## src/rtl/txl_pkg.sv

```systemverilog
// Shared constants for the framed serial transmitter.
// Assumes: frame = start bit, payload (LSB first), stop bit.
package txl_pkg;
    localparam int  TXL_DATA_W_DEF     = 10;
    localparam int  TXL_LOCK_WORDS_DEF = 2048;
    localparam logic TXL_START_LVL     = 1'b1;
    localparam logic TXL_STOP_LVL      = 1'b0;
endpackage

```

## src/rtl/txl_slot_ctr.sv

```systemverilog
// Frame slot counter: counts bit slots 0..FRAME_W-1 and wraps.
// Assumes: one slot per clock, restart at slot 0 on reset.
module txl_slot_ctr #(
    parameter int FRAME_W = 12
) (
    input  logic clk,
    input  logic rst_n,
    output logic slot_first,
    output logic slot_last
);
    localparam int SW = (FRAME_W > 1) ? $clog2(FRAME_W) : 1;
    localparam logic [SW-1:0] LAST = SW'(FRAME_W - 1);

    logic [SW-1:0] slot_q;

    // Advance the slot position, wrapping after the stop slot.
    always_ff @(posedge clk) begin
        if (!rst_n)              slot_q <= '0;
        else if (slot_q == LAST) slot_q <= '0;
        else                     slot_q <= slot_q + 1'b1;
    end

    assign slot_first = (slot_q == '0);
    assign slot_last  = (slot_q == LAST);
endmodule

```

## src/rtl/txl_lock_timer.sv

```systemverilog
// Lock wait timer: counts frame boundaries after reset and enables
// the line driver once LOCK_WORDS of them have passed. Sticky until reset.
// Assumes: boundary_i pulses once per frame in the last slot.
module txl_lock_timer #(
    parameter int LOCK_WORDS = 2048
) (
    input  logic clk,
    input  logic rst_n,
    input  logic boundary_i,
    output logic oe_o,
    output logic oe_next_o
);
    localparam int CW = (LOCK_WORDS > 1) ? $clog2(LOCK_WORDS) : 1;
    localparam logic [CW-1:0] LAST = CW'(LOCK_WORDS - 1);

    logic [CW-1:0] cnt_q;
    logic          oe_q;
    logic          hit;

    assign hit = boundary_i && !oe_q && (cnt_q == LAST);

    // Count boundaries until the wait completes, then hold the enable.
    always_ff @(posedge clk) begin
        if (!rst_n) begin
            cnt_q <= '0;
            oe_q  <= 1'b0;
        end else if (hit) begin
            oe_q  <= 1'b1;
        end else if (boundary_i && !oe_q) begin
            cnt_q <= cnt_q + 1'b1;
        end
    end

    assign oe_o      = oe_q;
    assign oe_next_o = oe_q | hit;

    // once enabled, the driver stays enabled until reset.
    a_r3_oe_sticky: assert property (@(posedge clk) disable iff (!rst_n)
        oe_q |=> oe_q);
endmodule

```

## src/rtl/txl_frame_shifter.sv

```systemverilog
// Frame shifter: loads {stop, payload, start} at each frame boundary and
// shifts one bit per clock, LSB first. It zeroes the payload before lock,
// for the first enabled frame, and on a resync request.
module txl_frame_shifter #(
    parameter int DATA_W = 10
) (
    input  logic              clk,
    input  logic              rst_n,
    input  logic              take_i,
    input  logic              oe_i,
    input  logic              oe_next_i,
    input  logic              resync_i,
    input  logic [DATA_W-1:0] word_i,
    output logic              bit_o
);
    import txl_pkg::*;
    localparam int FRAME_W = DATA_W + 2;

    logic [FRAME_W-1:0] sh_q;
    logic               zero_pend_q;
    logic               blank;
    logic [DATA_W-1:0]  payload;

    assign blank   = !oe_next_i || zero_pend_q || resync_i;
    assign payload = blank ? '0 : word_i;

    // Load a new frame at the boundary, otherwise shift toward bit 0.
    always_ff @(posedge clk) begin
        if (!rst_n)      sh_q <= '0;
        else if (take_i) sh_q <= {TXL_STOP_LVL, payload, TXL_START_LVL};
        else             sh_q <= {1'b0, sh_q[FRAME_W-1:1]};
    end

    // Track the pending all-zero frame owed after enable.
    always_ff @(posedge clk) begin
        if (!rst_n)                      zero_pend_q <= 1'b1;
        else if (take_i && oe_next_i)    zero_pend_q <= 1'b0;
    end

    assign bit_o = sh_q[0];

    // the frame loaded as the enable rises has a zero payload.
    a_r5_first_zero: assert property (@(posedge clk) disable iff (!rst_n)
        $rose(oe_i) |-> (sh_q[DATA_W:1] == '0));
    // a resync request in the take cycle yields a zero payload.
    a_r6_resync_zero: assert property (@(posedge clk) disable iff (!rst_n)
        (take_i && resync_i) |=> (sh_q[DATA_W:1] == '0));
endmodule

```

## src/rtl/framed_ser_tx.sv

```systemverilog
// Framed serial word transmitter top: slot counter, lock timer and
// frame shifter. It gates the serial line low while the driver is disabled.
// Assumes: word_in is stable in the cycle word_take is high.
module framed_ser_tx #(
    parameter int DATA_W     = txl_pkg::TXL_DATA_W_DEF,
    parameter int LOCK_WORDS = txl_pkg::TXL_LOCK_WORDS_DEF
) (
    input  logic              clk,
    input  logic              rst_n,
    input  logic [DATA_W-1:0] word_in,
    input  logic              resync,
    output logic              word_take,
    output logic              tx_data,
    output logic              tx_oe,
    output logic              locked
);
    localparam int FRAME_W = DATA_W + 2;

    logic slot_first;
    logic slot_last;
    logic oe;
    logic oe_next;
    logic sh_bit;

    txl_slot_ctr #(.FRAME_W(FRAME_W)) u_slot (
        .clk        (clk),
        .rst_n      (rst_n),
        .slot_first (slot_first),
        .slot_last  (slot_last)
    );

    txl_lock_timer #(.LOCK_WORDS(LOCK_WORDS)) u_lock (
        .clk        (clk),
        .rst_n      (rst_n),
        .boundary_i (slot_last),
        .oe_o       (oe),
        .oe_next_o  (oe_next)
    );

    txl_frame_shifter #(.DATA_W(DATA_W)) u_shift (
        .clk       (clk),
        .rst_n     (rst_n),
        .take_i    (slot_last),
        .oe_i      (oe),
        .oe_next_i (oe_next),
        .resync_i  (resync),
        .word_i    (word_in),
        .bit_o     (sh_bit)
    );

    assign word_take = slot_last;
    assign tx_oe     = oe;
    assign locked    = oe;
    assign tx_data   = oe & sh_bit;

    // start slot is high and stop slot is low while enabled.
    a_r1_start_high: assert property (@(posedge clk) disable iff (!rst_n)
        (tx_oe && slot_first) |-> tx_data);
    a_r1_stop_low: assert property (@(posedge clk) disable iff (!rst_n)
        (tx_oe && slot_last) |-> !tx_data);
    // the enable rises only at the start of a frame.
    a_r3_oe_on_boundary: assert property (@(posedge clk) disable iff (!rst_n)
        $rose(tx_oe) |-> slot_first);
    // the line is quiet while disabled.
    a_r4_quiet_off: assert property (@(posedge clk) disable iff (!rst_n)
        !tx_oe |-> !tx_data);
    // reset clears the enable and the line.
    a_r8_reset_clears: assert property (@(posedge clk)
        !rst_n |=> (!tx_oe && !tx_data && !locked));
endmodule

```

## config.mk

```make
export PLATFORM = sky130hd
export DESIGN_NAME = framed_ser_tx
export DESIGN_NICKNAME = d
export VERILOG_FILES = /design/src/rtl/txl_pkg.sv /design/src/rtl/txl_slot_ctr.sv /design/src/rtl/txl_lock_timer.sv /design/src/rtl/txl_frame_shifter.sv /design/src/rtl/framed_ser_tx.sv
export SDC_FILE = /design/constraint.sdc
export NUM_CORES = 1
export LEC_CHECK = 0
export ABC_AREA = 1
export BUFFER_PORTS_ARGS = -buffer_cell sky130_fd_sc_hd__buf_2
export CAP_MARGIN = 25
export CORE_UTILIZATION = 60
export DETAILED_ROUTE_END_ITERATION = 10
export PLACE_DENSITY = 0.83
export SYNTH_ARGS = -nofsm -noshare
export SYNTH_HDL_FRONTEND = slang
export SYNTH_SLANG_ARGS = --single-unit
export TNS_END_PERCENT = 1
```

## constraint.sdc

```tcl
create_clock -name clk -period 3.2 [get_ports clk]
set_input_delay 0.16 -clock clk [delete_from_list [all_inputs] [get_ports clk]]
set_output_delay 0.16 -clock clk [all_outputs]
set_load 0.05 [all_outputs]
```

* Yosys cells after proc, flatten, opt, wreduce, memory -nomap -nowiden
Cells that the tools add are included.
Widths: inputs -> output; s select.
** Storage, ports and cells
- Register bits :: 29
- Input port bits :: 13
- Output and inout port bits :: 4
- Logic and storage cells :: 24
** Operators by class
- Add/subtract/negate cells :: 2
- Eq/ne operators :: 2
- Multiplexer cells :: 2
- Bitwise operators :: 4
- Reduce and logical (&&, ||, !) cells :: 9
** Operators with widths (count)
- $add 11x1->11 const B :: 1
- $eq 11x11->1 const B :: 1
- $mux 11 :: 1
- $mux 10 :: 1
- $add 4x1->4 const B :: 1
- $eq 4x4->1 const B :: 1
- $logic_and 1x1->1 :: 3
- $logic_not 1->1 :: 2
- $logic_or 1x1->1 :: 2
- $not 1->1 :: 2
- $reduce_and 2->1 :: 1
- $reduce_or 2->1 :: 1
- $and 1x1->1 :: 1
- $or 1x1->1 :: 1

* Longest topological paths before layout
Gate-level depths: netlist of run 1.
- Depth in word-level cells :: 9
- Depth in mapped cells :: 9
- Mapped depth without buffers :: 9

* Modules after synthesis
From an unflattened synthesis of run 1, not the netlist that was laid out.
** Unflattened totals
- Cells, all modules :: 183
- Area, all modules :: 1328.8 um^2
** Modules (own cells, without submodules)
- txl_lock_timer :: times used 1, cells an instance 102, area each 660.6 um^2, seq. area each 240.2 um^2
- txl_frame_shifter :: times used 1, cells an instance 53, area each 460.4 um^2, seq. area each 240.2 um^2
- txl_slot_ctr :: times used 1, cells an instance 25, area each 192.7 um^2, seq. area each 80.1 um^2
- framed_ser_tx :: times used 1, cells an instance 3, area each 15.0 um^2, seq. area each 0.0 um^2

* Worst setup path before layout of run 1
OpenSTA, ideal clock, no wires.
- Path type :: reg-to-reg
- Start :: register u_lock.cnt_q[0]
- End :: register u_shift.zero_pend_q
- Setup time :: 0.119 ns
- Arrival time :: 1.249 ns
- Data required time :: 3.081 ns
- Slack :: 1.831 ns
- Stages on the path, launching flop included :: 8
- Path buffers :: 1
- Period minus slack after synthesis :: 1.369 ns
- Cells stage by stage :: dfxtp_1 > ha_1 > inv_1 > nor2_4 > nand3_4 > o21bai_4 > buf_6 > a21oi_1
** On the way
- Word-level cells in the longest chain between the ends :: 4
** Ends and longest elaborated chain
- start, declared :: line txl_lock_timer.sv:16 : logic [CW-1:0] cnt_q;
- start signal, assigned :: line txl_lock_timer.sv:30 : cnt_q <= cnt_q + 1'b1;
- $eq 11x11->1 :: line txl_lock_timer.sv:20 : assign hit = boundary_i && !oe_q && (cnt_q == LAST);
- $logic_and 1x1->1 :: line txl_lock_timer.sv:20
- $or 1x1->1 :: line txl_lock_timer.sv:35 : assign oe_next_o = oe_q | hit;
- $logic_and 1x1->1 :: line txl_frame_shifter.sv:37 : else if (take_i && oe_next_i) zero_pend_q <= 1'b0;
- end signal, assigned :: line txl_frame_shifter.sv:36 : if (!rst_n) zero_pend_q <= 1'b1;
- end signal, assigned :: line txl_frame_shifter.sv:37
- end, declared :: line txl_frame_shifter.sv:20 : logic zero_pend_q;
No other way between the ends.
A chain may end at the register's enable or synchronous reset.

* Final worst setup path of run 1
- Start :: register u_slot.slot_q[0]
- End :: output word_take
** On the way
- Word-level cells in the longest chain between the ends :: 1
** Ends and longest elaborated chain
- start, declared :: line txl_slot_ctr.sv:14 : logic [SW-1:0] slot_q;
- start signal, assigned :: line txl_slot_ctr.sv:20 : else slot_q <= slot_q + 1'b1;
- $eq 4x4->1 :: line txl_slot_ctr.sv:24 : assign slot_last = (slot_q == LAST);
- end, declared :: line framed_ser_tx.sv:12 : output logic word_take,
No other way between the ends.

==> impl_results.md, run 1 <==
* Synthesis-stage register bit count at 28
* Crit path arrival time at 1.49 ns
* Initial antenna violation count at 0
* Initial core utilization at 65.7%
* IO Pins at 17
* Total track usage at 21.4%
* Ys flop type: dfxtp_1
* Skew final at 0.000979 ns
* PwrDens at 413 nW/um^2
* Comb power frac at 3.7%
* Vias in the first global route at 1009
* Avg Inst Size Synth at 7.02 sq um
* Sink Count at 28
* Crit path launch type: flop
* Layout cell share with drive strength beyond 1 at 16.1%
* Synth Cell Area at 1330 sq um
* Tmin final at 1.65 ns
* Synth top cells by count: nand2_1, nor2_1, dfxtp_1
* Pleak at 0.000676 uW
* Post-route ant nets at 0
* Tightest Pin Transition at 0.680 ns
* CP endpoint kind: output port
* Fin crit share at 51.5%
* Switching power at 117 uW
* First-pass GRT wire length at 4030 um
* Vias at 1162
* Crit-path leading delay family: flip-flops
* Maximum clock rate at 606 MHz
* Remaining Overflow, GRT at 0
* Cell Area, Placed at 1410 sq um
* Final setup fails at 0
* Clock power share at 37.9%
* Total CTS buffers at 3
* CP Max Fanout at 5
* FP Rows at 16
* Async set or reset register ratio after synthesis at 0%
* Share of the synthesized area in the top cell type at 42.2%
* First-pass DRT Iterations at 5
* Port bufs at 16
* Crit path largest cell delay at 0.39 ns
* Max-Slew Margin vs Limit at 54.5%
* CTS root buf: clkbuf_4
* Cell count after synthesis at 189
* Gpl congestion at 0.884
* H-tree levels at 1
* Crit-path cells: ha_1 > nand3_2 > inv_1 > buf_2
* Sequential share of the synthesized area at 42.2%
* N_diodes at 0
* Final number of hold-violating endpoints at 0
* Crit Path Class: flop to output port
* CTS tree: yes
* Total power draw at 605 uW
* Worst-Skew Late Latency at 0.32 ns
* Int Pwr at 488 uW
* Sum Neg Setup Slack at 0 ns
* Top-count cell post-synth: nand2_1
* Drt drc at 0
* WP buf/inv at 2
* Part of the power in registers at 58.4%
* Post-CTS Hold Fix Bufs at 0
* Final Util at 72.5%
* Max_cap viols at 0
* Area contributors post-synth: dfxtp_1, nand2_1, nor2_1
* Cell area after layout at 1470 sq um
* Sw Share at 19.4%
* Die area at 2400 sq um
* Largest net degree at the start of global routing at 17
* RSZ-0062 raised after global routing: false
* Starting DRT DRC Count at 23
* Post-synth top area cell: dfxtp_1
* Warnings from Yosys at 0
* Area delta synth->final at 10.4%
* Slowest library cell on the worst path: dfxtp_1
* Vias/cell at 5.01
* Post-synth EDFFs at 0
* Status: complete, no violations
* Post-DP HPWL at 1740 um
* Drt total wl at 2290 um
* Max VDD drop at 433 uV
* Core Box Area at 2020 sq um
* Final slew viol count at 0
* Hold Path Class: primary input to flop
* Min Hold Slack at 0.0434 ns
* Critical Path RT at 3.04 ns
* Resized cells post-CTS at 0
* Clock buffer depth at 2
* Wire per inst at 9.87 um
* Clock input transition at the sequential cells of the worst setup and hold paths at 0.15 ns
* Netlist cell types at 25
* # Post-CTS Setup Buffers at 0
* Layout Nets at 221
* Mapped Nets at 204
* Die Width at 49.0 um
* Die Ht at 49.0 um
-- tightest hold or removal path: stages --
cell and delay [ns]:
buf_2 0.09, nand2_1 0.06, nor2_1 0.04
-- per-layer routing --
metal	track usage [%]	vias up	routed length, um
met5	0	-	0
met4	7.35	0	24
met3	2.80	4	71
met2	38.4	24	1110
met1	26.2	515	1080
li1	-	619	-
-- flip-flops by register name (all words and copies together), names as in the netlist --
signal,cells
u_lock.cnt_q,11
u_shift.sh_q,11
u_slot.slot_q,4
u_lock.oe_o,1
u_shift.zero_pend_q,1
-- power by group through the flow --
stage          Sequential [uW]  Combinational (uW)  Clock (uW)
2_1_floorplan              361                13.0           0
3_3_place_gp               361                21.6           0
3_5_place_dp               361                22.6           0
4_1_cts                    354                22.8         231
5_1_grt                    355                25.5         248
6_report                   354                22.4         229
-- metrics by stage --
stage	std cells	setup WS [ns]
2_1_floorplan	189	1.83
3_3_place_gp	228	1.63
4_1_cts	232	1.53
3_5_place_dp	228	1.59
5_1_grt	232	1.34
6_report	232	1.55
-- layout make-up --
| type | instances | area [sq um] |
|---|---|---|
| Sequential cell | 28 | 561 |
| Multi-Input combinational cell | 130 | 637 |
| Clock buffer | 3 | 22.5 |
| Clock inverter | 1 | 30.0 |
| Inverter | 27 | 101 |
| Timing Repair Buffer | 16 | 80.1 |
| Tap cell | 27 | 33.8 |
| Fill cell | 175 | 557 |
-- worst paths after layout --
path	to	startpoint	slack [ns]	depth (start not counted)
worst min register to register	u_shift.sh_q[2]$_SDFF_PN0_	u_shift.sh_q[3]$_SDFF_PN0_	0.45	2
worst max register to register	u_shift.sh_q[2]$_SDFF_PN0_	u_slot.slot_q[0]$_SDFF_PP0_	1.56	5
worst max-delay path	word_take	u_slot.slot_q[0]$_SDFF_PP0_	1.55	4
worst min-delay path	u_shift.sh_q[10]$_SDFF_PP0_	word_in[9]	0.04	3
-- placed cells by master (no fill, tap or decap), drive strengths merged --
cell type  instances
clkbuf             3
nor3               3
a21oi              5
clkinv             2
ha                 2
nor2              41
nand4              3
xnor2              1
xor2               2
dfxtp             28
buf               16
o21a               1
o21ai              1
o21bai             1
bufinv             1
inv               25
nand3             21
or2                1
nand2             48
-- cell families after synthesis --
group           Yosys count  synth area share [%]
flops                    28                  42.2
compound gates            8                  4.24
xor+xnor                  3                  1.98
fa+ha+maj                 2                  1.88
buf+inv                  31                  9.80
simple gates            117                  39.9
(Power assumes the default switching activity.)
==> run 2, diff against run 1 <==
CORE_UTILIZATION = 50   (was 60)
PLACE_DENSITY = 0.74   (was 0.83)
clock period = 1.5 ns   (was 3.2 ns; I/O delays follow)
==> impl_results.md, run 2 (synthesized netlist as in run 1, its figures left out) <==
* Clock buffer depth at 2 (unchanged)
* Status: complete, no violations
* First-pass GRT wire length at 4020 um (-0.35%)
* R2R cell count at 8 (+3)
* Hold path start: word_in[1]
* Reg2Reg Launch Point: u_slot.slot_q[0]$_SDFF_PP0_
* Worst reg-to-reg setup slack at 0.08 ns (-1.48 ns)
* Sink Count at 28 (unchanged)
* Critical Path RT at 1.42 ns (-1.62 ns)
* Die area at 2860 sq um (+19%)
* Tmin final at 1.44 ns
* Layout cell share with drive strength beyond 1 at 21.8% (+5.7 points)
* Crit path largest cell delay at 0.38 ns (about the same)
* Final setup margin at 0.0608 ns (-1.49 ns)
* Final Util at 64.0% (-8.5 points)
* Part of the power in registers at 57.8% (-0.6 points)
* Slowest library cell on the worst path: dfxtp_2
* Clock input transition at the sequential cells of the worst setup and hold paths at 0.16 ns (about the same)
* Gpl congestion at 0.899 (+1.8%)
* Remaining Overflow, GRT at 0 (unchanged)
* Fillers at 229 (+31%)
* Initial antenna violation count at 0 (unchanged)
* Final setup fails at 0 (unchanged)
* FP Rows at 18 (+2)
* Core Box Area at 2500 sq um (+24%)
* Commonest non-fill, non-tap cells in the layout: nand2_1, nor2_1, dfxtp_1
* Crit path arrival time at 1.36 ns (-0.13 ns)
* Vias at 1195 (+2.8%)
* Clock power share at 38.0% (about the same)
* Sum Neg Setup Slack at 0 ns (unchanged)
* Skew final at 0.0198 ns (+0.0188 ns)
* Vias/cell at 4.86 (-3.0%)
* CTS root buf: clkbuf_4
* Post-route ant nets at 0 (unchanged)
* Switching power at 261 uW (+120%)
* RSZ-0062 raised after global routing: false
* CTS tree: yes
* N_diodes at 0 (unchanged)
* Final number of hold-violating endpoints at 0 (unchanged)
* First-pass DRT Iterations at 4 (-1)
* Hold EP: u_shift.sh_q[2]$_SDFF_PN0_
* Largest net degree at the start of global routing at 17 (unchanged)
* Tightest Pin Transition at 0.254 ns (-0.427 ns)
* Hold Path Depth at 5 (+2)
* Maximum clock rate at 695 MHz
* Int Pwr at 1050 uW (+110%)
* Starting DRT DRC Count at 8 (-65%)
* Setup WS pre-CTS at 0.0193 ns (-1.57 ns)
* Area delta synth->final at 20.5%
* Crit path launch type: flop
* Total CTS buffers at 3 (unchanged)
* Post-DP HPWL at 1890 um (+8.8%)
* IO Pins at 17 (unchanged)
* Hold Path Class: primary input to flop
* Drt drc at 0 (unchanged)
* Top Registers: u_lock.cnt_q x11, u_shift.sh_q x11, u_slot.slot_q x4
* Most common cell after layout, fill and taps aside: nand2_1
* Drt total wl at 2580 um (+13%)
* Die Ht at 53.5 um (+9.2%)
* Total track usage at 19.0% (-2.5 points)
* Fin crit share at 95.9%
* Sw Share at 20.0% (+0.63 points)
* Initial core utilization at 53.1% (-13 points)
* Max VDD drop at 756 uV (+74%)
* Die Width at 53.5 um (+9.2%)
* Worst-Skew Late Latency at 0.34 ns (+0.02 ns)
* Vias in the first global route at 1026 (+1.7%)
* Final slew viol count at 0 (unchanged)
* Comb power frac at 4.3% (+0.6 points)
* Layout Nets at 232 (+5.0%)
* Crit Path Class: flop to output port
* Wire per inst at 10.5 um (+6.3%)
* Port bufs at 16 (unchanged)
* CP endpoint kind: output port
* CP Max Fanout at 6 (+1)
* Crit-path cells: ha_2 > nand3_4 > inv_1 > buf_4
* Max-Slew Margin vs Limit at 83.1% (+29 points)
* Pleak at 0.000722 uW (+6.8%)
* H-tree levels at 1 (unchanged)
* FF-to-FF End: u_lock.cnt_q[0]$_SDFFE_PN0P_
* Max_cap viols at 0 (unchanged)
* PwrDens at 817 nW/um^2 (+98%)
run 2: how the worst max path moves through the flow:
stage | startpoint | end | slack (ns)
after CTS | u_slot.slot_q[0]$_SDFF_PP0_ | word_take | 0.004
after detailed placement | u_lock.cnt_q[1]$_SDFFE_PN0P_ | u_shift.sh_q[1]$_SDFF_PN0_ | 0.02
after global placement | u_lock.cnt_q[1]$_SDFFE_PN0P_ | u_shift.sh_q[1]$_SDFF_PN0_ | 0.07
after global routing | u_slot.slot_q[0]$_SDFF_PP0_ | u_lock.cnt_q[4]$_SDFFE_PN0P_ | 0.007
final | u_slot.slot_q[0]$_SDFF_PP0_ | word_take | 0.06
after floorplan | u_lock.cnt_q[0]$_SDFFE_PN0P_ | u_shift.zero_pend_q$_SDFFE_PN1P_ | 0.13
run 2: cell type report:
type | instances | area, sq um | share of cell area [%]
clock inverter | 1 | 30.0 | 1.88
clock buffer | 3 | 22.5 | 1.41
timing repair buffer | 25 | 155 | 9.70
inverter | 27 | 101 | 6.34
sequential | 28 | 567 | 35.4
multi-input combinational | 132 | 686 | 42.9
tap | 30 | 37.5 | 2.35
run 2: power groups by stage:
stage,sequential [uW],clock [uW],combinational [uW]
6_report,755,496,55.6
3_5_place_dp,771,0,52.2
4_1_cts,755,505,55.7
5_1_grt,756,524,62.1
2_1_floorplan,770,0,27.7
3_3_place_gp,770,0,48.9
run 2: stage by stage:
step                      instances  hold slack, ns  power (uW)  instance area, sq um
after CTS                       243          0.0398        1320                  1550
after floorplan                 189           0.199         798                  1330
final                           246          0.0376        1310                  1600
after global routing            246          0.0496        1340                  1600
after global placement          237           0.312         819                  1460
after detailed placement        237           0.323         824                  1460
run 2: per-layer routing:
layer / global-route usage, % / wire (um) / up-vias
li1: - / - / 641
met1: 21.1 / 1160 / 537
met2: 36.7 / 1340 / 15
met3: 2.59 / 57 / 2
met4: 5.26 / 16 / 0
met5: 0 / 0 / -
run 2: critical path, delay by kind of cell (launching register included):
kind	cells	cell delay, ns
adder cells (fa/ha/maj)	1	0.22
flip-flops	1	0.38
AND/OR/NAND/NOR	1	0.13
buffers and inverters	2	0.29
run 2: repair_timing:
action | in CTS | in global routing
hold endpoints to repair | 1 | 0
hold buffers | 2 | 0
resized for setup | 3 | 8
gates cloned | 0 | 2
endpoints found under the setup margin | 4 | 20
buffers inserted | 0 | 1
pin swaps | 0 | 4
==> run 3, diff against run 2 <==
BUFFER_PORTS_ARGS = not set   (was -buffer_cell sky130_fd_sc_hd__buf_2)
CORE_UTILIZATION = 55   (was 50)
DONT_BUFFER_PORTS = 1   (was not set)
==> impl_results.md, run 3 (synthesized netlist as in run 1, its figures left out) <==
* Initial antenna violation count at 0 (unchanged)
* Placed cell count at 221 (-6.8%)
* Clock power share at 30.9% (-7.1 points)
* Die Width at 51.1 um (-4.5%)
* First-pass GRT wire length at 4350 um (+8.3%)
* Worst reg-to-reg setup slack at 0.07 ns (about the same)
* Max_cap viols at 0 (unchanged)
* Switching power at 251 uW (-4.0%)
* H-tree levels at 1 (unchanged)
* Maximum clock rate at 701 MHz (+0.93%)
* Layout cell share with drive strength beyond 1 at 18.8% (-3.0 points)
* Total track usage at 22.5% (+3.6 points)
* Vias in the first global route at 1069 (+4.2%)
* Drt drc at 0 (unchanged)
* Core Box Area at 2230 sq um (-11%)
* Fin crit share at 95.1% (-0.89 points)
* Hold Path Depth at 3 (-2)
* Total CTS buffers at 3 (unchanged)
* Area occupied by registers at 571 sq um (+0.66%)
* CTS tree: yes
* Most common cell after layout, fill and taps aside: nand2_1
* Total power draw at 1180 uW (-9.8%)
* Worst-Skew Late Latency at 0.32 ns (-0.02 ns)
* Final number of hold-violating endpoints at 0 (unchanged)
* Die Ht at 51.1 um (-4.5%)
* Multi-input logic area at 678 sq um (-1.1%)
* Top Registers: u_lock.cnt_q x11, u_shift.sh_q x11, u_slot.slot_q x4
* Crit path arrival time at 1.66 ns (+0.30 ns)
* Tmin final at 1.43 ns (-0.0133 ns)
* Pleak at 0.000735 uW (+1.8%)
* Final Util at 75.0% (+11 points)
* Final slew viol count at 0 (unchanged)
* Starting DRT DRC Count at 28 (+20)
* Hold path start: rst_n
* Crit Path Class: flop to flop
* Remaining Overflow, GRT at 0 (unchanged)
* Tightest Pin Transition at 0.352 ns (+0.0980 ns)
* Drt total wl at 2860 um (+11%)
* R2R cell count at 8 (unchanged)
* Final setup fails at 0 (unchanged)
* Commonest non-fill, non-tap cells in the layout: nand2_1, nor2_1, dfxtp_1
* Post-route ant nets at 0 (unchanged)
* Fillers at 176 (-23%)
* Hold Path Class: primary input to flop
* N_diodes at 0 (unchanged)
* Sw Share at 21.3% (+1.3 points)
* Gpl congestion at 0.788 (-12%)
* CTS root buf: clkbuf_4
* Clock input transition at the sequential cells of the worst setup and hold paths at 0.15 ns (about the same)
* Clock buffer depth at 2 (unchanged)
* Non-filler cells, final at 246 (unchanged)
* Die area at 2610 sq um (-8.7%)
* Skew final at 0.00617 ns (-0.0136 ns)
* Largest net degree at the start of global routing at 16 (-1)
* PwrDens at 704 nW/um^2 (-14%)
* Sink Count at 28 (unchanged)
* First-pass DRT Iterations at 4 (unchanged)
* Post-DP HPWL at 1830 um (-3.4%)
* Initial core utilization at 59.4% (+6.3 points)
* Area delta synth->final at 26.1%
* Critical Path RT at 1.73 ns (+0.31 ns)
* Max-Slew Margin vs Limit at 76.5% (-6.6 points)
* Comb power frac at 5.2% (+0.9 points)
* FF-to-FF End: u_lock.cnt_q[0]$_SDFFE_PN0P_
* Crit path launch type: flop
* Reg2Reg Launch Point: u_slot.slot_q[0]$_SDFF_PP0_
* CP endpoint kind: flop
* Status: complete, no violations
* Int Pwr at 928 uW (-11%)
* Vias/cell at 5.03 (+3.5%)
* Part of the power in registers at 63.8% (+6.0 points)
* Vias at 1237 (+3.5%)
* Hold EP: u_slot.slot_q[0]$_SDFF_PP0_
* CP Max Fanout at 7 (+1)
* IO Pins at 17 (unchanged)
* Layout Nets at 234 (+0.86%)
* Port bufs at 0 (-16)
* Wire per inst at 11.6 um (+11%)
* FP Rows at 17 (-1)
* Max VDD drop at 591 uV (-22%)
-- run 3: cell count changes in the layout (fill, tap and decap cells not counted), sizes merged --
cell | previous run | this run
dlygate4sd3 | 2 | 12
clkbuf | 3 | 4
buf | 23 | 16
bufinv | 1 | 0
nand3 | 22 | 21
-- run 3: worst max path at each step --
stage	start	end	slack, ns	cells after the start
after floorplan	u_lock.cnt_q[0]$_SDFFE_PN0P_	u_shift.zero_pend_q$_SDFFE_PN1P_	0.13	7
after CTS	u_lock.cnt_q[0]$_SDFFE_PN0P_	u_shift.sh_q[9]$_SDFF_PN0_	0.03	7
after detailed placement	u_lock.cnt_q[0]$_SDFFE_PN0P_	u_shift.sh_q[9]$_SDFF_PN0_	0.004	7
final	u_slot.slot_q[0]$_SDFF_PP0_	u_lock.cnt_q[0]$_SDFFE_PN0P_	0.07	8
after global routing	u_slot.slot_q[0]$_SDFF_PP0_	u_lock.cnt_q[0]$_SDFFE_PN0P_	-0.02	8
after global placement	u_lock.cnt_q[0]$_SDFFE_PN0P_	u_shift.sh_q[1]$_SDFF_PN0_	0.06	7
-- run 3: stage by stage --
stage | worst slack [ns] | setup TNS [ns] | area, sq um | hold WS (ns)
final | 0.0741 | 0 | 1670 | 0.00708
after global routing | -0.0228 | -0.0306 | 1670 | 0.0100
after CTS | 0.0321 | 0 | 1570 | 0.00174
after detailed placement | 0.00434 | 0 | 1410 | 0.199
after global placement | 0.0588 | 0 | 1410 | 0.196
after floorplan | 0.131 | 0 | 1330 | 0.199
-- run 3: cell type report --
class	instances	area share (%)
timing repair buffer	28	15.1
inverter	27	6.05
sequential	28	34.1
clock buffer	4	2.17
multi-input combinational	131	40.5
tap	28	2.09
-- run 3: repair_timing --
action	CTS	global route
endpoints found under the hold margin	20	0
gates cloned	0	1
hold buffers	12	0
buffers inserted	0	8
gates resized for setup	3	9
endpoints found under the setup margin	8	20
pin swaps	0	6
-- run 3: power by group through the flow --
stage	Sequential, uW	Combinational [uW]	Clock (uW)
finish	753	61.8	365
global route	754	67.8	407
CTS	755	59.4	375
detailed placement	771	32.0	0
global placement	770	30.5	0
floorplan	770	27.7	0
-- run 3: metal layers --
layer | wire length (um) | global-route usage, %
met1 | 1270 | 24.5
met2 | 1460 | 42.5
met3 | 86 | 4.17
met4 | 42 | 8.33
met5 | 0 | 0
-- run 3: worst max-delay path: stages, from the launching register on --
cell and delay [ns]:
dfxtp_2 0.37, ha_2 0.22, nand3_4 0.13, nor2_4 0.25, nand2_4 0.12, inv_2 0.09
nand2_1 0.05, nand2_1 0.05, nor2_1 0.05
